`config.mk`:
```
export PLATFORM = sky130hd
export DESIGN_NAME = pixel_token_readout
export DESIGN_NICKNAME = d
export VERILOG_FILES = /design/src/rtl/pixel_token_readout.sv
export SDC_FILE = /design/constraint.sdc
export NUM_CORES = 2
export LEC_CHECK = 0
export BUFFER_PORTS_ARGS = -buffer_cell sky130_fd_sc_hd__buf_2
export CAP_MARGIN = 30
export CELL_PAD_IN_SITES_DETAIL_PLACEMENT = 0
export CELL_PAD_IN_SITES_GLOBAL_PLACEMENT = 1
export CORE_UTILIZATION = 49
export CTS_CLUSTER_DIAMETER = 200
export DETAILED_ROUTE_END_ITERATION = 6
export PLACE_DENSITY = 0.86
export SETUP_SLACK_MARGIN = 0.2
export SYNTH_ARGS = -nofsm -noshare
export SYNTH_HDL_FRONTEND = slang
export SYNTH_SLANG_ARGS = --single-unit
export TNS_END_PERCENT = 10
```
`constraint.sdc`:
```
create_clock -name clk -period 5.86 [get_ports clk]
set_clock_uncertainty 0.1 [all_clocks]
set_input_delay 0.293 -clock clk [delete_from_list [all_inputs] [get_ports clk]]
set_output_delay 0.293 -clock clk [all_outputs]
set_load 0.03 [all_outputs]
```
`src/rtl/pixel_token_readout.sv`:
```
`timescale 1ns/1ps
module pixel_token_readout #(
  parameter int ROWS = 8,
  parameter int COLS = 8,
  parameter int TSW  = 5,
  parameter int PAD  = 6
) (
  input  logic                 clk,
  input  logic                 rst_n,
  input  logic                 master_clr,
  input  logic                 readout_phase,
  input  logic [ROWS*COLS-1:0] hit_strobe,
  input  logic [ROWS*COLS-1:0] kill_mask,
  input  logic                 token_in,
  output logic                 ser_data,
  output logic                 ser_valid,
  output logic                 token_out
);
  localparam int NPIX   = ROWS * COLS;
  localparam int RW     = $clog2(ROWS);
  localparam int CW     = $clog2(COLS);
  localparam int IW     = RW + CW;
  localparam int PW     = IW + 1;
  localparam int WORD_W = IW + 2 * TSW + 2 + PAD;
  localparam int BW     = $clog2(WORD_W);

  typedef enum logic [1:0] {ST_IDLE, ST_SHIFT, ST_DONE} st_t;

  logic [1:0]       hcnt [NPIX];
  logic [TSW-1:0]   ts_a [NPIX];
  logic [TSW-1:0]   ts_b [NPIX];
  logic [TSW-1:0]   ts_cnt;
  logic [2*NPIX-1:0] cnt_flat;
  st_t              state;
  logic             tok_q;
  logic [PW-1:0]    ptr;
  logic [BW-1:0]    bitc;
  logic [WORD_W-1:0] sreg;

  logic [PW-1:0]    start;
  logic             nxt_found;
  logic [IW-1:0]    nxt_idx;
  logic             tok_rise;
  logic             last_bit;
  logic             load;
  logic [WORD_W-1:0] word;

  assign tok_rise = token_in && !tok_q;
  assign last_bit = (state == ST_SHIFT) && (bitc == BW'(WORD_W - 1));
  assign start    = (state == ST_IDLE) ? '0 : ptr;
  assign load     = readout_phase && nxt_found &&
                    (((state == ST_IDLE) && tok_rise) || last_bit);
  assign word     = {nxt_idx[IW-1:CW], nxt_idx[CW-1:0], ts_a[nxt_idx],
                     ts_b[nxt_idx], hcnt[nxt_idx], {PAD{1'b0}}};

  always_comb begin
    nxt_found = 1'b0;
    nxt_idx   = '0;
    for (int i = NPIX - 1; i >= 0; i--) begin
      if (hcnt[i] != 2'd0 && PW'(i) >= start) begin
        nxt_found = 1'b1;
        nxt_idx   = IW'(i);
      end
    end
  end

  generate
    for (genvar g = 0; g < NPIX; g++) begin : g_flat
      assign cnt_flat[2*g +: 2] = hcnt[g];
    end
  endgenerate

  always_ff @(posedge clk or negedge rst_n) begin
    if (!rst_n) begin
      for (int p = 0; p < NPIX; p++) begin
        hcnt[p] <= 2'd0;
        ts_a[p] <= '0;
        ts_b[p] <= '0;
      end
    end else begin
      for (int p = 0; p < NPIX; p++) begin
        if (master_clr || (load && nxt_idx == IW'(p))) begin
          hcnt[p] <= 2'd0;
        end else if (!readout_phase && hit_strobe[p] && !kill_mask[p]) begin
          if (hcnt[p] == 2'd0) begin
            ts_a[p] <= ts_cnt;
            ts_b[p] <= '0;
            hcnt[p] <= 2'd1;
          end else if (hcnt[p] == 2'd1) begin
            ts_b[p] <= ts_cnt;
            hcnt[p] <= 2'd2;
          end
        end
      end
    end
  end

  always_ff @(posedge clk or negedge rst_n) begin
    if (!rst_n) begin
      ts_cnt <= '0;
      tok_q  <= 1'b0;
      state  <= ST_IDLE;
      ptr    <= '0;
      bitc   <= '0;
      sreg   <= '0;
    end else begin
      tok_q <= token_in;
      if (!readout_phase) ts_cnt <= ts_cnt + 1'b1;
      if (!readout_phase) begin
        state <= ST_IDLE;
      end else begin
        unique case (state)
          ST_IDLE: if (tok_rise) begin
            if (nxt_found) begin
              sreg  <= word;
              bitc  <= '0;
              ptr   <= {1'b0, nxt_idx} + PW'(1);
              state <= ST_SHIFT;
            end else begin
              state <= ST_DONE;
            end
          end
          ST_SHIFT: if (last_bit) begin
            if (nxt_found) begin
              sreg <= word;
              bitc <= '0;
              ptr  <= {1'b0, nxt_idx} + PW'(1);
            end else begin
              state <= ST_DONE;
            end
          end else begin
            sreg <= {sreg[WORD_W-2:0], 1'b0};
            bitc <= bitc + 1'b1;
          end
          ST_DONE: if (!token_in) state <= ST_IDLE;
          default: state <= ST_IDLE;
        endcase
      end
    end
  end

  assign ser_valid = (state == ST_SHIFT);
  assign ser_data  = ser_valid && sreg[WORD_W-1];
  assign token_out = (state == ST_DONE);
endmodule

```
==> qor.txt <==
Hold Worst Slack -> 25.8 ps
Post-synth net total -> 4846
Initial antenna violation count -> 7
H-tree depth -> 3
Leading area contributor after synthesis -> dfrtp_1
Worst Tran Pin Value -> 1090 ps
Clock Sink Count -> 812
CP Buf/Inv Count -> 3
Fmax -> 177 MHz
DR WL/cell -> 27.6 um
Syn_area_per_cell -> 9.23 um^2
Worst path cell trace -> buf_4 > o211ai_1 > buf_4 > a21oi_1 > o211a_1 > a21oi_1 > nand4_1 > a221oi_1 > o21ai_1 > nand2_1 > buf_4 > ha_1 > nand3_1 > o21bai_1 > nand2b_1 > nor2_1 > mux2_2
Vias in the first global route -> 37000
Num ports -> 136
Worst Setup End Kind -> flop
Final worst slack -> 202 ps
Post-Route Utilization -> 58.1%
Port bufs -> 135
Count leader, synth -> nand2_1
Synth Area in XOR/XNOR -> 1.43%
Final hold violations -> 0
FF+latch count, synth -> 812
Worst-Skew Late Latency -> 670 ps
WL final -> 171000 um
Critical path's top delay family -> compound AO/OA/AOI/OAI gates
Leak -> 22.0 nW
Seq/Total Area, Yosys -> 46.8%
Dpl ws -> 156 ps
Slowest CP cell -> ha_1
Synth top area share -> 46.8%
Crit path arrival time -> 6100 ps
Fin crit period -> 5660 ps
Initial core utilization -> 49.8%
First-pass GRT wire length -> 253000 um
Post-layout net count -> 5089
Synthesis-to-finish area growth -> 16.7%
Most common library cells after synthesis -> nand2_1 (1089), dfrtp_1 (812), o21ai_0 (378)
Layout cells sized above 1 -> 20.3%
Worst hold path class -> primary input to flop
Pwr/cell area -> 494 nW/um^2
CP required -> 6300 ps
Cts bufs inserted -> 90
Synth top area cells -> dfrtp_1 (47%), nand2_1 (9.4%), mux2_2 (7.6%)
DRT antenna net count -> 0
CTS tree -> yes
Async SR Flop Fraction -> 100%
Die H -> 300 um
Synth Flop Type -> dfrtp_1
Clock Path Buffers -> 3
Slew Limit Headroom -> 27.3%
Number of synthesized flops with an enable pin -> 0
Vias post-DR -> 38700
Cells after Synth -> 4707
Gr usage total -> 37.9%
Worst VDD drop -> 0.404 mV
Mapped Area -> 43400 um^2
Area after DPL -> 46400 um^2
Distinct cells, synth -> 105
Startpoint types -> flop
# DRC -> 0
Post-synthesis compound-gate area fraction -> 14.0%
Mux cell area share after synthesis -> 13.0%
Vias per std cell -> 6.26
Critical path type -> flop to flop
# Max-Cap Violations -> 0
Critical path's most frequent cell -> buf_4
Max stage delay on crit path -> 690 ps
Main combinational cell family by area after synthesis -> simple AND/OR/NAND/NOR gates
GRT overflow -> 0
Final Setup Violations -> 0
Status -> finished, final reports clean
Fill cells -> 7622
Final clock period utilization by the worst path -> 96.5%
CP Max Fanout -> 14
Setup TNS -> 0 ps
Finished Cell Area -> 50700 um^2
Syn. warnings -> 0
RSZ-0062 raised after global routing -> no
Clock-pin transition on the worst setup and hold timing paths -> 70 ps
Routability Congestion -> 1.06
Die Area -> 89900 um^2
Clock root cell -> clkbuf_16
Worst R2R Setup Slack -> 200 ps
Largest net degree at the start of global routing -> 177
Core Area -> 87300 um^2
Pins Over Slew Limit -> 0
Post-synthesis simple-gate area fraction -> 20.8%
Row count -> 108
Drt first pass iters -> 6
Hpwl dp -> 122000 um
Post-Synth Adder-Cell Area -> 0.173%
DR iter-0 viols -> 4682
Die Wd -> 300 um
[report_power, final]
part,switching [W],internal (W)
clock,0.00249,0.00372
combinational,0.00681,0.00361
sequential,0.00137,0.00705
[cell usage in the layout, fill, tap and decap left out, types with 39 or more instances in the layout]
cell type	count
nand2b_1	64
dlygate4sd3_1	95
nand3_1	165
nand2_1	1089
o21ai_0	377
nor2_1	244
xnor2_1	68
mux2_2	292
a32oi_1	39
mux2i_1	193
buf_2	139
buf_4	248
nor3b_1	62
clkbuf_16	93
a21oi_1	143
dfrtp_1	800
or2_2	53
nor2b_1	60
[final timing paths]
kind / endpoint / from / depth (start not counted)
max: ts_a[44] / state[0] / 17
min: cnt_flat[27] / hit_strobe[13] / 4
max reg2reg: ts_a[44] / state[0] / 17
min reg2reg: ts_b[101] / ts_b[101] / 2
max in group asynchronous: ts_a[225] / rst_n / 3
min in group asynchronous: ts_b[262] / rst_n / 2
[stage by stage]
stage,std cells,power (W)
3_3_place_gp,5905,0.0182
4_1_cts,6177,0.0246
6_report,6185,0.0250
5_1_grt,6180,0.0258
2_1_floorplan,4707,0.0138
3_5_place_dp,5911,0.0184
[tightest hold or removal path, stage by stage]
cell and delay (ps):
buf_2 100, nor3b_1 170, a21oi_1 150, nor2_1 40
[flip-flops by register name, indices dropped and copies added (netlist names)]
name      count
bitc          5
cnt_flat    128
ptr           7
sreg         24
state         2
tok_q         1
ts_a        320
ts_b        320
ts_cnt        5
[kinds of logic (layout without fill, tap and decap cells)]
group | after synthesis | count (layout)
AO/OA/AOI/OAI | 952 | 952
XOR/XNOR | 71 | 71
adder cells (fa/ha/maj) | 6 | 6
buffers and inverters | 372 | 690
flip-flops | 812 | 812
multiplexers | 518 | 518
other | 0 | 5
AND/OR/NAND/NOR | 1976 | 1976
[routing by layer]
layer	GRT usage, %	vias to the layer above	share of wire, %
met5	0	-	0.023
met4	18.7	6	5.5
met3	8.02	448	9.6
met2	56.1	2075	44
met1	52.9	19200	41
li1	-	17000	-
[final cells by class]
cell class | count | area (um^2) | share of cell area (%)
multi-input combinational | 3523 | 21600 | 42.5
sequential | 812 | 20300 | 40.1
timing repair buffer | 508 | 4030 | 7.95
clock buffer | 121 | 2570 | 5.07
tap | 1155 | 1450 | 2.85
clock inverter | 46 | 662 | 1.31
inverter | 15 | 58.8 | 0.116
antenna | 5 | 12.5 | 0.0247
[repair_timing]
item                                   4_1_cts  5_1_grt
gates resized for setup                      1       13
hold buffers                                95        0
gates cloned                                 0        0
setup endpoints to repair                    1      202
pin swaps                                    2        1
endpoints found under the hold margin      162        0
buffers inserted                             4        2
No activity file was read; power rests on OpenSTA's default activity.
